`src/rtl/opr_range_pkg.sv`:
```
package opr_range_pkg;

    typedef enum logic {
        MODE_ADD = 1'b0,
        MODE_MUL = 1'b1
    } unit_mode_e;

    localparam int MAX_PAIRS = 3;

    // Decision request presented to the guard controller
    typedef struct packed {
        logic load;
        logic fits;
    } range_verdict_t;

    function automatic int pick3(input int idx, input int v0, input int v1, input int v2);
        return (idx == 0) ? v0 : ((idx == 1) ? v1 : v2);
    endfunction

endpackage

```
`src/rtl/opr_sign_probe.sv`:
```
module opr_sign_probe #(
    parameter int N = 16,
    parameter int K = 8
) (
    input  logic [N-1:0] word,
    output logic         uniform
);
    localparam int LO = N - 1 - K;

    logic [K:0] head;

    assign head    = word[N-1:LO];
    assign uniform = (&head) | ~(|head);
endmodule

```
`src/rtl/opr_fit_eval.sv`:
```
module opr_fit_eval
    import opr_range_pkg::*;
#(
    parameter int         N     = 16,
    parameter int         NM    = 8,
    parameter unit_mode_e MODE  = MODE_MUL,
    parameter int         NPAIR = 3,
    parameter int         KA0   = 3,
    parameter int         KB0   = 5,
    parameter int         KA1   = 4,
    parameter int         KB1   = 4,
    parameter int         KA2   = 5,
    parameter int         KB2   = 3
) (
    input  logic [N-1:0] opa,
    input  logic [N-1:0] opb,
    output logic         fits
);
    generate
        if (MODE == MODE_ADD) begin : g_add
            logic ua, ub;
            opr_sign_probe #(.N(N), .K(NM)) u_pa (.word(opa), .uniform(ua));
            opr_sign_probe #(.N(N), .K(NM)) u_pb (.word(opb), .uniform(ub));
            assign fits = ua & ub;
        end else begin : g_mul
            logic [NPAIR-1:0] hit;
            for (genvar p = 0; p < NPAIR; p++) begin : g_pair
                localparam int KA = pick3(p, KA0, KA1, KA2);
                localparam int KB = pick3(p, KB0, KB1, KB2);
                logic ua, ub;
                opr_sign_probe #(.N(N), .K(KA)) u_pa (.word(opa), .uniform(ua));
                opr_sign_probe #(.N(N), .K(KB)) u_pb (.word(opb), .uniform(ub));
                assign hit[p] = ua & ub;
            end
            assign fits = |hit;
        end
    endgenerate
endmodule

```
`src/rtl/opr_guard_ctl.sv`:
```
module opr_guard_ctl
    import opr_range_pkg::*;
(
    input  logic           clk,
    input  logic           rst,
    input  range_verdict_t verdict,
    output logic           sel_guard,
    output logic           sel_ext
);
    logic held_q;

    // Decision for the operands now in the registers; kept when no load
    always_ff @(posedge clk) begin
        if (rst)
            held_q <= 1'b1;
        else if (verdict.load)
            held_q <= ~verdict.fits;
    end

    // Closing acts at once; opening waits for held_q to rise at the edge
    always_comb begin
        if (verdict.load && verdict.fits)
            sel_guard = 1'b0;
        else
            sel_guard = held_q;
    end

    assign sel_ext = held_q;
endmodule

```
`src/rtl/opr_range_detect.sv`:
```
module opr_range_detect
    import opr_range_pkg::*;
#(
    parameter int         N     = 16,
    parameter int         NM    = 8,
    parameter unit_mode_e MODE  = MODE_MUL,
    parameter int         NPAIR = 3,
    parameter int         KA0   = 3,
    parameter int         KB0   = 5,
    parameter int         KA1   = 4,
    parameter int         KB1   = 4,
    parameter int         KA2   = 5,
    parameter int         KB2   = 3
) (
    input  logic         clk,
    input  logic         rst,
    input  logic         load,
    input  logic [N-1:0] opa_d,
    input  logic [N-1:0] opb_d,
    output logic         sel_guard,
    output logic         sel_ext
);
    logic           fits;
    range_verdict_t verdict;

    opr_fit_eval #(
        .N(N), .NM(NM), .MODE(MODE), .NPAIR(NPAIR),
        .KA0(KA0), .KB0(KB0), .KA1(KA1), .KB1(KB1), .KA2(KA2), .KB2(KB2)
    ) u_fit (
        .opa (opa_d),
        .opb (opb_d),
        .fits(fits)
    );

    assign verdict.load = load;
    assign verdict.fits = fits;

    opr_guard_ctl u_ctl (
        .clk      (clk),
        .rst      (rst),
        .verdict  (verdict),
        .sel_guard(sel_guard),
        .sel_ext  (sel_ext)
    );
endmodule

```
`config.mk`:
```
export PLATFORM = sky130hd
export DESIGN_NAME = opr_range_detect
export DESIGN_NICKNAME = d
export VERILOG_FILES = /design/src/rtl/opr_range_pkg.sv /design/src/rtl/opr_sign_probe.sv /design/src/rtl/opr_fit_eval.sv /design/src/rtl/opr_guard_ctl.sv /design/src/rtl/opr_range_detect.sv
export SDC_FILE = /design/constraint.sdc
export NUM_CORES = 1
export LEC_CHECK = 0
export ABC_AREA = 1
export ABC_CLOCK_PERIOD_IN_PS = 1450
export BUFFER_PORTS_ARGS = -buffer_cell sky130_fd_sc_hd__buf_2
export CORE_AREA = 2 2 39 41
export DETAILED_ROUTE_END_ITERATION = 10
export DIE_AREA = 0 0 41 43
export SYNTH_ARGS = -nofsm -noshare
export SYNTH_HDL_FRONTEND = slang
export SYNTH_HIERARCHICAL = 1
export SYNTH_SLANG_ARGS = --single-unit
```
`constraint.sdc`:
```
create_clock -name clk -period 1.45 [get_ports clk]
set_input_delay 0.2175 -clock clk [delete_from_list [all_inputs] [get_ports clk]]
set_output_delay 0.2175 -clock clk [all_outputs]
set_load 0.05 [all_outputs]
```
## Word-level counts from Yosys, hierarchy flattened

Index checks and enable logic that the tools add are counted.

| cells by class | value |
|---|---|
| bitwise operators | 16 |
| mux-type cells | 1 |
| reduce and logical (&&, ||, !) cells | 14 |

Operator list:

| operator | number |
|---|---|
| $reduce_and 6->1 | 2 |
| $reduce_or 6->1 | 2 |
| $reduce_and 5->1 | 2 |
| $reduce_or 5->1 | 2 |
| $reduce_and 4->1 | 2 |
| $reduce_or 4->1 | 2 |
| $not 1->1 | 7 |
| $or 1x1->1 | 6 |
| $and 1x1->1 | 3 |
| $reduce_or 3->1 | 1 |
| $logic_and 1x1->1 | 1 |
| $mux 1 | 1 |

| storage, ports and cells | value |
|---|---|
| register bits | 1 |
| word-level logic and storage cells | 32 |
| bits of input ports | 35 |

## Logic depth before layout (Yosys ltp)

Gate-level depths: netlist of run 1.

| depth | value |
|---|---|
| depth after elaboration | 7 |
| depth in mapped cells | 9 |

## Cells and area by module

The synthesis of run 1 kept the hierarchy.

By module, submodules not included:

| module | cells an instance | area each (µm²) | times used |
|---|---|---|---|
| opr_sign_probe (u_fit.g_mul.g_pair[0].u_pb ...) | 11 | 42.5 | 2 |
| opr_sign_probe (u_fit.g_mul.g_pair[1].u_pa ...) | 10 | 38.8 | 2 |
| opr_sign_probe (u_fit.g_mul.g_pair[0].u_pa ...) | 9 | 33.8 | 2 |
| opr_guard_ctl | 8 | 62.6 | 1 |
| opr_fit_eval | 4 | 16.3 | 1 |

## Worst setup path after synthesis of run 1

OpenSTA, ideal clock, no wires.

| timing path | value |
|---|---|
| path type | reg2out |
| from | register u_ctl.held_q (netlist: u_ctl/sel_ext) |
| to | output sel_guard |
| buffers on the path | 0 |
| stages on the path, launching flop included | 2 |
| path slack | 10 ps |
| arrival | 1223 ps |
| path through | dfxtp_1 a21boi_2 |

| on the way | value |
|---|---|
| longest elaborated chain between the ends | 1 |

RTL lines:

| element | RTL line | RTL |
|---|---|---|
| start: declaration | opr_guard_ctl.sv:10 | `logic held_q;` |
| start signal: assignment | opr_guard_ctl.sv:17 | `held_q <= ~verdict.fits;` |
| $mux 1 | opr_guard_ctl.sv:22 | `if (verdict.load && verdict.fits)` |
| end: declaration | opr_range_detect.sv:20 | `output logic sel_guard,` |

No other way between the ends.

## Final worst setup path of run 1

| timing path | value |
|---|---|
| from | input opa_d[14] |
| to | output sel_guard |

| on the way | value |
|---|---|
| longest elaborated chain between the ends | 7 |
| elaborated cells between the ends (all ways) | 18 |

RTL lines:

| element | RTL line | RTL |
|---|---|---|
| start: declaration | opr_range_detect.sv:18 | `input logic [N-1:0] opa_d,` |
| $reduce_or 6->1 | opr_sign_probe.sv:13 | `assign uniform = (&head) \| ~(\|head);` |
| $not 1->1 | opr_sign_probe.sv:13 |  |
| $or 1x1->1 (*) | opr_sign_probe.sv:13 |  |
| net u_fit.g_mul.g_pair[2].ua | opr_fit_eval.sv:30 | `logic ua, ub;` |
| $and 1x1->1 (*) | opr_fit_eval.sv:33 | `assign hit[p] = ua & ub;` |
| $reduce_or 3->1 (*) | opr_fit_eval.sv:35 | `assign fits = \|hit;` |
| net fits | opr_range_detect.sv:23 | `logic fits;` |
| $logic_and 1x1->1 (*) | opr_guard_ctl.sv:22 |  |
| $mux 1 (*) | opr_guard_ctl.sv:22 |  |

Mark *: on every way through the listed nets, which the timed path passes. The rest lies on a longest branch.

==> results of run 1 <==
-- worst max-delay path by stage --
| stage | from | to | slack, ns |
|---|---|---|---|
| floorplan | u_ctl/sel_ext$_SDFFE_PP1P_ | sel_guard | 0.01 |
| global placement | opb_d[14] | sel_guard | 0.11 |
| detailed placement | opa_d[12] | sel_guard | 0.1 |
| CTS | opa_d[12] | sel_guard | 0.1 |
| global route | opa_d[12] | sel_guard | 0.02 |
| finish | opa_d[14] | sel_guard | 0.10 |
-- report_power, final --
group | switching (mW) | leakage, nW | internal (mW)
registers | 0.00102 | 0.00827 | 0.0295
logic | 0.0530 | 0.280 | 0.0327
clock network | 0 | 0 | 0
total | 0.0540 | 0.288 | 0.0623
-- metrics by stage --
stage	std cells	utilization, %	hold WS (ns)	worst slack, ns	power [mW]
final	104	29.6	0.414	0.104	0.116
after detailed placement	104	29.6	0.417	0.0976	0.117
after global routing	104	29.6	0.442	0.0183	0.129
after floorplan	72	-	0.325	0.00999	0.0763
after CTS	104	29.6	0.418	0.0980	0.117
after global placement	104	29.6	0.419	0.106	0.115
-- routing by layer --
metal	track usage [%]	up-vias	wire length [um]
met5	0	-	0
met1	9.87	156	308
li1	-	242	-
met4	0	0	0
met2	14.1	11	293
met3	0	0	39
-- layout by cell type (no fill, tap or decap) --
| master | synthesis | final |
|---|---|---|
| buf_2 | 0 | 16 |
| nand2_1 | 32 | 32 |
| nor2_1 | 18 | 18 |
| nand2_2 | 1 | 1 |
| dfxtp_1 | 1 | 1 |
| nand3_1 | 5 | 5 |
| a21boi_2 | 1 | 1 |
| inv_1 | 13 | 13 |
| nand3_2 | 1 | 1 |
-- critical path: stages --
cell and delay (ns):
buf_2 0.13, nand2_1 0.06, nor2_1 0.04, nand2_1 0.06, nand2_1 0.05, nand2_1 0.06
nand3_1 0.09, a21boi_2 0.15, buf_2 0.27
-- final cells by class --
class	instances	area share, %
multi-input cells	58	58.7
repair buffers	16	19.6
inverters	13	11.9
flip-flops and latches	1	4.89
well taps	16	4.89
-- cells by family after synthesis --
logic type | share of synthesized area [%]
AOI/OAI and AO/OA | 3.64
DFF | 6.48
and+or+nand+nor | 74.1
buffers and inverters | 15.8
==> impl_metrics.json, run 1 <==
{
  "syn_avg_cell_area_sq_um": 4.29,
  "hold_start": "rst",
  "crit_path_end_kind": "output port",
  "fmax_mhz": 743,
  "final_cell_area_sq_um": 409,
  "synth_common_cells": "nand2_1 (32), nor2_1 (18), inv_1 (13)",
  "finalCritPeriodShare_pct": 92.8,
  "synth.most_common_cell": "nand2_1",
  "insertion_delay_ns": 0,
  "yosys_most_used_dff": "dfxtp_1",
  "grt_pass1_vias": 312,
  "drive_above_1_share_pct": 21.6,
  "irDropWorstVdd_uv": 145,
  "drv_slew": 0,
  "synth_cell_types": 8,
  "cp-start-kind": "primary input",
  "r2r_slack_ns": 0.92,
  "grt_usage_pct": 7.61,
  "synth.cell_area_sq_um": 309,
  "yosysTopAreaCellShare_pct": 38.9,
  "hp-class": "primary input to flop",
  "ios": 37,
  "gr-total-overflow": 0,
  "ys_seq_area_share_pct": 6.48,
  "setup_viol": 0,
  "drc": 0,
  "core_sq_mm": 0.00138,
  "p_per_area_mw_per_mm2": 284,
  "die_y_um": 43,
  "wl_per_cell_um": 6.16,
  "drt_iter0_drc": 2,
  "clk_pin_slew_ns": 0,
  "fp.dieW_um": 41,
  "drtPass1Iterations": 3,
  "async_flop_share_pct": 0,
  "seq_area_sq_um": 20.0,
  "relSlewSlack_pct": 83.5,
  "initial_core_util_pct": 22.3,
  "multi_input_area_sq_um": 240,
  "drt_wl_total_um": 641,
  "synth-edff-count": 0,
  "grt_pass1_wl_mm": 1.02,
  "critPathRequiredTime_ns": 1.23,
  "outcome": "finished clean",
  "ys_warn_count": 6,
  "placementRows": 14,
  "cts_resized": 0,
  "whs_path_depth": 3,
  "rsz0062_at_grt": "false",
  "largest_register_ffs": 1,
  "grt_max_degree": 7,
  "dieArea_sq_mm": 0.00176,
  "p_leak_nw": 0.288,
  "antenna_found_initial": 0,
  "rr_worst_depth": 2,
  "rr_startpoint": "u_ctl/sel_ext$_SDFFE_PP1P_",
  "synth_cells": 72,
  "skew_ns": 0,
  "cp.arrival_ns": 1.13,
  "path_class": "primary input to output port",
  "gp_congestion": 0.605,
  "synth.area.top_cells": "nand2_1 (39%), nor2_1 (22%), inv_1 (16%)",
  "hold_path_end": "u_ctl/sel_ext$_SDFFE_PP1P_",
  "hpwlAfterDp_um": 579,
  "hold_viol": 0,
  "ant_nets": 0,
  "tns_ns": 0,
  "n_antenna_cell": 0,
  "vias": 409,
  "placed_cell_area_sq_um": 409,
  "worstPathMaxFanout": 6,
  "yosysTopAreaCell": "nand2_1",
  "ctsHoldBuffers": 0,
  "vias_per_cell": 3.93,
  "min_period_ns": 1.35,
  "port-buffer-count": 16,
  "postCtsSetupBuffers": 0,
  "fillers": 170,
  "syn_nets": 107,
  "rr_endpoint": "u_ctl/sel_ext$_SDFFE_PP1P_",
  "nets": 125,
  "ys_ff_latch": 1,
  "syn_to_final_growth_pct": 32.4,
  "worst_pin_slew_ns": 0.249,
  "max_cap_violations": 0
}
Power figures use the tool's default switching activity.
==> run 2: changes to the inputs <==
--- a/config.mk
+++ b/config.mk
@@ -13,5 +13,4 @@
 export DIE_AREA = 0 0 41 43
 export SYNTH_ARGS = -nofsm -noshare
 export SYNTH_HDL_FRONTEND = slang
-export SYNTH_HIERARCHICAL = 1
 export SYNTH_SLANG_ARGS = --single-unit
==> impl_metrics.json, run 2 <==
{
  "outcome": "finished clean",
  "p_per_area_mw_per_mm2": 304,
  "cts_resized": 0,
  "synth_top_family_by_area": "simple AND/OR/NAND/NOR gates",
  "drt_wl_total_um": 530,
  "fmax_mhz": 734,
  "ys_seq_area_share_pct": 9.36,
  "irDropWorstVdd_uv": 118,
  "finalCritPeriodShare_pct": 93.9,
  "synth_xor_area_share_pct": 0,
  "largest_register_ffs": 1,
  "worstPathMaxFanout": 3,
  "postCtsSetupBuffers": 0,
  "drtPass1Iterations": 4,
  "vias": 312,
  "ant_nets": 0,
  "ys_warn_count": 0,
  "cpPeakStageDelay_ns": 0.26,
  "synth.area.top_cells": "nand2_1 (33%), nor2_1 (18%), nand3_1 (12%)",
  "cp_cell_sequence": "buf_2 -> nand2_1 -> nor2_1 -> nand2_1 -> nand2_1 -> nand2_1 -> nand3_1 -> a21boi_2 -> buf_2",
  "gp_congestion": 0.746,
  "max_cap_violations": 0,
  "placementRows": 14,
  "syn_to_final_growth_pct": 48.5,
  "port-buffer-count": 16,
  "power_mw": 0.0966,
  "skew_ns": 0,
  "synth.most_common_cell": "nand2_1",
  "rr_startpoint": "u_ctl.sel_ext$_SDFFE_PP1P_",
  "synth_cells": 46,
  "synth-adder-area-share_pct": 0,
  "cp-start-kind": "primary input",
  "synth.cell_area_sq_um": 214,
  "setup_viol": 0,
  "dp_cells": 78,
  "drv_slew": 0,
  "critPathLaunch": "opa_d[13]",
  "worst_pin_slew_ns": 0.248,
  "clk_pin_slew_ns": 0,
  "grt_pass1_wl_um": 869,
  "hp-class": "primary input to flop",
  "min_period_ns": 1.36,
  "grt_max_degree": 5,
  "yosysTopAreaCell": "nand2_1",
  "yosys.area_share.simple_pct": 71.9,
  "final_cell_mix": "nand2_1 (19), buf_2 (16), nor2_1 (10)",
  "yosys_most_used_dff": "dfxtp_1",
  "cp.arrival_ns": 1.14,
  "final_core_util_pct": 23.0,
  "grt_usage_pct": 6.30,
  "layout_commonest_cell": "nand2_1",
  "die_y_um": 43,
  "cp_slowest_cell": "buf_2",
  "ys_ff_latch": 1,
  "synthMuxAreaShare_pct": 0,
  "wl_per_cell_um": 6.79,
  "final_cells": 78,
  "initial_core_util_pct": 15.5,
  "hold_viol": 0,
  "synth_compound_area_share_pct": 9.94,
  "hold_start": "rst",
  "rsz0062_at_grt": "false",
  "cp_top_family": "simple AND/OR/NAND/NOR gates",
  "relSlewSlack_pct": 83.6,
  "syn_nets": 81,
  "path_class": "primary input to output port",
  "synth_common_cells": "nand2_1 (19), nor2_1 (10), inv_1 (5), nand3_1 (5)",
  "async_flop_share_pct": 0,
  "worst-path-buf-inv": 2,
  "insertion_delay_ns": 0,
  "p_leak_nw": 0.188,
  "ctsHoldBuffers": 0,
  "crit_path_end_kind": "output port",
  "nets": 99,
  "vias_per_cell": 4.00,
  "synth_cell_types": 11,
  "yosysTopAreaCellShare_pct": 33.3,
  "drc": 0,
  "drive_above_1_share_pct": 30.6,
  "gr-total-overflow": 0,
  "critPathRequiredTime_ns": 1.23,
  "critPathMostFrequentCell": "nand2_1",
  "tns_ns": 0,
  "fp.dieW_um": 41,
  "synth-edff-count": 0,
  "grt_pass1_vias": 258,
  "dieArea_sq_mm": 0.00176,
  "n_antenna_cell": 0,
  "core_sq_mm": 0.00138,
  "antenna_found_initial": 0,
  "drt_iter0_drc": 15,
  "ios": 37,
  "hpwlAfterDp_um": 477,
  "syn_avg_cell_area_sq_um": 4.65
}
[run 2: worst reg2reg max path, stage by stage (launching register included)]
cell and delay [ns]:
dfxtp_1 0.29, nand2_1 0.06, nand3_1 0.07
[run 2: through the flow]
stage	hold slack, ns	setup slack [ns]	area (sq um)
2_1_floorplan	0.325	0.0267	218
3_3_place_gp	0.420	0.103	318
3_5_place_dp	0.418	0.0801	318
4_1_cts	0.419	0.0805	318
5_1_grt	0.433	0.0122	318
6_report	0.414	0.0882	318
[run 2: cell type report]
type | instances | area [sq um]
multi-input combinational | 40 | 179
timing repair buffer | 16 | 80.1
sequential | 1 | 20.0
tap | 16 | 20.0
fill | 154 | 1070
inverter | 5 | 18.8
[run 2: kinds of logic (layout without fill, tap and decap cells)]
group                  Yosys count  in the layout
and+or+nand+nor                 37             37
buffers and inverters            5             21
AOI/OAI and AO/OA                3              3
DFF                              1              1
[run 2: where the power goes]
part / internal [mW] / leakage [nW] / switching [mW]
registers: 0.0295 / 0.00827 / 0.000757
logic: 0.0267 / 0.180 / 0.0396
clock network: 0 / 0 / 0
total: 0.0563 / 0.188 / 0.0404
[run 2: path summary, 6_finish.rpt]
path	end	slack, ns	cells past startpoint
worst max-delay path	sel_guard	0.09	9
worst min-delay path	u_ctl.sel_ext$_SDFFE_PP1P_	0.41	3
worst max register to register	u_ctl.sel_ext$_SDFFE_PP1P_	0.91	2
worst min register to register	u_ctl.sel_ext$_SDFFE_PP1P_	0.47	2
[run 2: metal layers]
layer  vias to the layer above  routed length [um]  global-route usage (%)
met2                         9                 245                    11.6
met3                         0                  45                   0.524
met4                         0                   0                       0
met1                       127                 239                    7.94
met5                         -                   0                       0
li1                        176                   -                       -
